[src/rtl/itmr_pkg.sv]
package itmr_pkg;

    parameter int CNT_W_DEF = 12;

    // register select codes
    typedef enum logic [1:0] {
        SEL_CTRL  = 2'd0,
        SEL_WRAP  = 2'd1,
        SEL_COUNT = 2'd2,
        SEL_LIMIT = 2'd3
    } sel_e;

    // control bit positions
    localparam int CTL_RUN  = 0;
    localparam int CTL_CLR  = 1;
    localparam int CTL_MODE = 2;

    typedef struct packed {
        logic mode;   // 1 = restart on match, 0 = free-run
        logic run;
    } ctrl_t;

    function automatic logic [3:0] ctrl_view(ctrl_t c);
        return {1'b0, c.mode, 1'b0, c.run};
    endfunction

endpackage

[src/rtl/itmr_regs.sv]
module itmr_regs
    import itmr_pkg::*;
#(
    parameter int CNT_W = CNT_W_DEF
) (
    input  logic             clk,
    input  logic             rst,
    input  logic             reg_wr,
    input  logic [1:0]       reg_addr,
    input  logic [CNT_W-1:0] reg_wdata,
    input  logic [CNT_W-1:0] count,
    input  logic             wrap_ev,
    output ctrl_t            ctrl,
    output logic [CNT_W-1:0] limit,
    output logic             wrap_flag,
    output logic             cmd_clr,
    output logic             cmd_load,
    output logic [CNT_W-1:0] reg_rdata
);

    sel_e sel;
    logic wr_ctrl, wr_wrap, wr_limit;

    always_comb begin
        sel      = sel_e'(reg_addr);
        wr_ctrl  = reg_wr && (sel == SEL_CTRL);
        wr_wrap  = reg_wr && (sel == SEL_WRAP);
        wr_limit = reg_wr && (sel == SEL_LIMIT);
        cmd_load = reg_wr && (sel == SEL_COUNT);
        cmd_clr  = wr_ctrl && reg_wdata[CTL_CLR];
    end

    always_ff @(posedge clk) begin
        if (rst) begin
            ctrl      <= '0;
            limit     <= '0;
            wrap_flag <= 1'b0;
        end else begin
            if (wr_ctrl) begin
                ctrl.run  <= reg_wdata[CTL_RUN];
                ctrl.mode <= reg_wdata[CTL_MODE];
            end
            if (wr_limit)
                limit <= reg_wdata;
            if (wrap_ev)
                wrap_flag <= 1'b1;
            else if (cmd_clr || (wr_wrap && !reg_wdata[0]))
                wrap_flag <= 1'b0;
        end
    end

    always_comb begin
        reg_rdata = '0;
        unique case (sel)
            SEL_CTRL:  reg_rdata[3:0] = ctrl_view(ctrl);
            SEL_WRAP:  reg_rdata[0]   = wrap_flag;
            SEL_COUNT: reg_rdata      = count;
            SEL_LIMIT: reg_rdata      = limit;
            default:   reg_rdata      = '0;
        endcase
    end


    clr_reads_zero_chk: assert property (@(posedge clk) disable iff (rst)
        (sel == SEL_CTRL) |-> (reg_rdata[CTL_CLR] == 1'b0));


    wrap_sets_flag_chk: assert property (@(posedge clk) disable iff (rst)
        wrap_ev |=> wrap_flag);


    flag_sticky_chk: assert property (@(posedge clk) disable iff (rst)
        (wrap_flag && !cmd_clr && !(wr_wrap && !reg_wdata[0])) |=> wrap_flag);

endmodule

[src/rtl/itmr_counter.sv]
module itmr_counter
    import itmr_pkg::*;
#(
    parameter int CNT_W = CNT_W_DEF
) (
    input  logic             clk,
    input  logic             rst,
    input  logic             tick,
    input  ctrl_t            ctrl,
    input  logic             frozen,
    input  logic             cmd_clr,
    input  logic             cmd_load,
    input  logic [CNT_W-1:0] load_val,
    input  logic [CNT_W-1:0] limit,
    output logic [CNT_W-1:0] count,
    output logic             wrap_ev,
    output logic             irq
);

    localparam logic [CNT_W-1:0] TOP = '1;

    logic             step, adv, hit;
    logic [CNT_W-1:0] nxt;

    always_comb begin
        step    = tick && ctrl.run && !frozen;
        adv     = step && !cmd_clr && !cmd_load;
        wrap_ev = adv && (count == TOP);
        nxt     = count;
        if (cmd_clr)
            nxt = '0;
        else if (cmd_load)
            nxt = load_val;
        else if (adv) begin
            if (ctrl.mode && (count == limit))
                nxt = '0;
            else
                nxt = count + 1'b1;
        end
        hit = adv && (nxt == limit);
    end

    always_ff @(posedge clk) begin
        if (rst) begin
            count <= '0;
            irq   <= 1'b0;
        end else begin
            count <= nxt;
            irq   <= hit;
        end
    end


    hold_when_idle_chk: assert property (@(posedge clk) disable iff (rst)
        (!step && !cmd_clr && !cmd_load) |=> $stable(count));


    irq_from_tick_chk: assert property (@(posedge clk) disable iff (rst)
        irq |-> $past(adv));


    limit_restart_chk: assert property (@(posedge clk) disable iff (rst)
        (adv && ctrl.mode && (count == limit)) |=> (count == '0));


    wrap_to_zero_chk: assert property (@(posedge clk) disable iff (rst)
        wrap_ev |=> (count == '0));

endmodule

[src/rtl/interval_timer12.sv]
module interval_timer12
    import itmr_pkg::*;
#(
    parameter int CNT_W = CNT_W_DEF
) (
    input  logic             clk,
    input  logic             rst,
    input  logic             tick,
    input  logic             reg_wr,
    input  logic [1:0]       reg_addr,
    input  logic [CNT_W-1:0] reg_wdata,
    output logic [CNT_W-1:0] reg_rdata,
    output logic             irq
);

    ctrl_t            ctrl;
    logic [CNT_W-1:0] limit, count;
    logic             wrap_flag, wrap_ev, cmd_clr, cmd_load;

    itmr_regs #(.CNT_W(CNT_W)) u_regs (
        .clk       (clk),
        .rst       (rst),
        .reg_wr    (reg_wr),
        .reg_addr  (reg_addr),
        .reg_wdata (reg_wdata),
        .count     (count),
        .wrap_ev   (wrap_ev),
        .ctrl      (ctrl),
        .limit     (limit),
        .wrap_flag (wrap_flag),
        .cmd_clr   (cmd_clr),
        .cmd_load  (cmd_load),
        .reg_rdata (reg_rdata)
    );

    itmr_counter #(.CNT_W(CNT_W)) u_cnt (
        .clk      (clk),
        .rst      (rst),
        .tick     (tick),
        .ctrl     (ctrl),
        .frozen   (wrap_flag),
        .cmd_clr  (cmd_clr),
        .cmd_load (cmd_load),
        .load_val (reg_wdata),
        .limit    (limit),
        .count    (count),
        .wrap_ev  (wrap_ev),
        .irq      (irq)
    );


    frozen_hold_chk: assert property (@(posedge clk) disable iff (rst)
        (wrap_flag && !cmd_clr && !cmd_load) |=> $stable(count));

endmodule

[config.mk]
export PLATFORM = sky130hd
export DESIGN_NAME = interval_timer12
export DESIGN_NICKNAME = d
export VERILOG_FILES = /design/src/rtl/itmr_pkg.sv /design/src/rtl/itmr_regs.sv /design/src/rtl/itmr_counter.sv /design/src/rtl/interval_timer12.sv
export SDC_FILE = /design/constraint.sdc
export NUM_CORES = 1
export LEC_CHECK = 0
export CAP_MARGIN = 20
export CELL_PAD_IN_SITES_DETAIL_PLACEMENT = 1
export CELL_PAD_IN_SITES_GLOBAL_PLACEMENT = 2
export CORE_ASPECT_RATIO = 1.25
export CORE_MARGIN = 10
export CORE_UTILIZATION = 34
export DETAILED_ROUTE_END_ITERATION = 8
export GPL_TIMING_DRIVEN = 1
export HOLD_SLACK_MARGIN = 0.12
export PLACE_DENSITY_LB_ADDON = 0.1
export SETUP_SLACK_MARGIN = 0.05
export SYNTH_ARGS = -nofsm -noshare
export SYNTH_HDL_FRONTEND = slang
export SYNTH_SLANG_ARGS = --single-unit
[constraint.sdc]
create_clock -name clk -period 4.45 [get_ports clk]
set_input_delay 0.89 -clock clk [delete_from_list [all_inputs] [get_ports clk]]
set_output_delay 0.89 -clock clk [all_outputs]
set_load 0.005 [all_outputs]
==> results of run 1 <==
[sequential cells by signal (all words and copies together) (netlist names)]
register,cells
u_cnt.count,12
u_regs.wrap_flag,1
u_regs.limit,12
u_regs.ctrl,2
u_cnt.irq,1
[area by class of cell]
cell class	instances	area [sq um]
sequential	28	560.5
timing repair buffer	36	345.3
fill	718	3349
multi-input combinational	215	1425
tap	82	102.6
inverter	5	18.77
clock buffer	4	55.05
[worst max-delay path: stages]
cell and delay (ps):
clkdlybuf4s50_1 740, buf_4 320, mux4_2 520, clkdlybuf4s50_1 460
[through the flow]
step / worst slack, ps / instance area (sq um) / total power, uW / hold WS, ps
final: 635.4 / 2507 / 592.3 / 516.5
after global routing: 537.9 / 2507 / 624.2 / 568.7
after CTS: 609.1 / 2507 / 599.2 / 512.3
after detailed placement: 370.8 / 2452 / 424.2 / 496.4
after global placement: 427.5 / 2452 / 423.3 / 475.3
after floorplan: 1533 / 2081 / 370.8 / 445.4
[layout by cell type (no fill, tap or decap), types with 3 or more instances in the layout]
cell and instances:
nand4_1 5, inv_1 5, a211oi_1 5, mux2i_1 12, nand3_1 9, dfxtp_1 28, xor2_1 4, a21oi_1 27
nor4_4 4, nor2_1 27, xnor2_1 16, nor3_1 4, clkbuf_8 4, and3_1 4, nand2_1 43, nand2b_1 3
buf_4 6, clkdlybuf4s50_1 30, o21ai_0 7
[metal layers]
| layer | global-route usage (%) | routed length [um] | vias to the layer above |
|---|---|---|---|
| met3 | 2.094 | 214 | 11 |
| li1 | - | - | 985 |
| met5 | 0 | 0 | - |
| met2 | 26.51 | 3544 | 33 |
| met1 | 18.41 | 3337 | 985 |
| met4 | 3.986 | 105 | 0 |
[path summary, 6_finish.rpt]
path                                      start  slack, ps                       endpoint  depth (start not counted)
hold reg to reg   u_regs.wrap_flag$_SDFFE_PP0P_        520  u_regs.wrap_flag$_SDFFE_PP0P_                          2
setup reg to reg  u_regs.wrap_flag$_SDFFE_PP0P_       1570           u_cnt.irq$_SDFF_PP0_                          8
hold / removal    u_regs.wrap_flag$_SDFFE_PP0P_        520  u_regs.wrap_flag$_SDFFE_PP0P_                          2
setup / recovery                    reg_addr[0]        640                   reg_rdata[0]                          4
[power breakdown]
group | switching [uW] | internal, uW
Sequential | 18.7 | 261
Combinational | 74.9 | 63.4
Clock | 94.9 | 79.7
Total | 189 | 404
[cells by family after synthesis]
| family | share of synthesized area, % |
|---|---|
| AND/OR/NAND/NOR | 34.76 |
| AO/OA/AOI/OAI | 16.54 |
| flip-flops | 26.94 |
| XOR/XNOR | 9.200 |
| buffers and inverters | 4.570 |
| multiplexers | 7.396 |
| adder cells (fa/ha/maj) | 0.6012 |
==> results.md, run 1 <==
* Share of cells above drive strength 1 at 9.722%
* Clock-pin slew on the worst setup and hold paths at 120 ps
* Final Core Density at 42.81%
* Die area at 0.009669 sq mm
* CTS H-Tree Depth at 1
* Final period util at 85.72%
* Status: finished, final reports clean
* Die Span Y at 107.5 um
* GRT Overall Usage at 14.93%
* Synthesis warning total at 0
* PwrDens at 236.2 mW/mm^2
* 1st-iter DRT viols at 66
* Layout Nets at 308
* Wire length per cell at 19.46 um
* Port buffer count at 30
* Most frequent cell after synthesis: nand2_1
* Residual DRC count at 0
* Via count at 2,014
* Slew Limit Fails at 0
* Tmin final at 3815 ps
* Post-Syn Area per Cell at 7.912 sq um
* First-pass GRT wire length at 11.72 mm
* CTS Buf Count at 3
* Clk_skew at 13.22 ps
* RSZ-0062 raised after global routing: no
* FFs w/ async S/R, synth at 0%
* Leading area contributor after synthesis: dfxtp_1
* Synthesis-to-layout area growth at 20.50%
* Post-CTS resize count at 0
* Grt total ovfl at 0
* Most used DFF post-synth: dfxtp_1
* Worst Tran Pin Value at 617.4 ps
* Max clock buf depth at 2
* Gate Count Post-Synth at 263
* Fmax at 262.2 MHz
* Detail Route Antenna Nets at 0
* Final Hold Violating Endpoints at 0
* Top cells by count, synth: nand2_1 (43), dfxtp_1 (28), a21oi_1 (27), nor2_1 (27), xnor2_1 (16)
* First-pass iteration count of the detailed router at 4
* Vias in the first global route at 2,143
* Post-synth top area share at 26.94%
* Initial core utilization at 35.53%
* HPWL after DPL at 5.345 mm
* Final setup fails at 0
* Worst skew pair latency at 290 ps
* Antenna cells at 0
* LEAKAGE at 0.0008735 uW
* Max cap viols at 0
* Post-synthesis register bit count at 28
* Critical path peak fanout at 13
* Rows at 31
* Register area share after synthesis at 26.94%
* CTS Root Buffer Type: clkbuf_8
* Routed wire length at 7.202 mm
* Slew Limit Headroom at 58.53%
* Dpl cells at 366
* Global placement routability congestion at 0.7934
* Die Span X at 89.97 um
* Hold Crit Class: flip-flop to flip-flop
* Fin Setup TNS at 0 ps
* DR vias/cell at 5.443
* Crit path launch type: input pin
* Max VDD drop at 0.1378 mV
* Ranking of synthesized cells by area: dfxtp_1 (27%), nand2_1 (7.8%), xnor2_1 (6.7%)
* Post-synth EDFFs at 0
* Core area at 0.005857 sq mm
* Clk sinks at 28
* Type of the worst setup path: input pin to output pin
* CP Capture Type: output pin
* Hold buffers post-CTS at 0
* Clock tree from TritonCTS: yes
* Synth cell types at 57
* Pin count of the biggest net entering global routing at 20
* Post-synth net total at 282
* Crit path DAT at 2920 ps
* Mapped Area at 0.002081 sq mm
* Fin cells at 370
* I/O pin count at 31
* Critical path required time at 3560 ps
* Post-CTS setup buffer count at 0
* Initial antenna violation count at 0
No activity file was read; power rests on OpenSTA's default activity.
==> run 2, diff against run 1 <==
- CAP_MARGIN: 20 -> 10
==> results of run 2 <==
No change in the layout: final DEF, timing and power equal those of run 1.
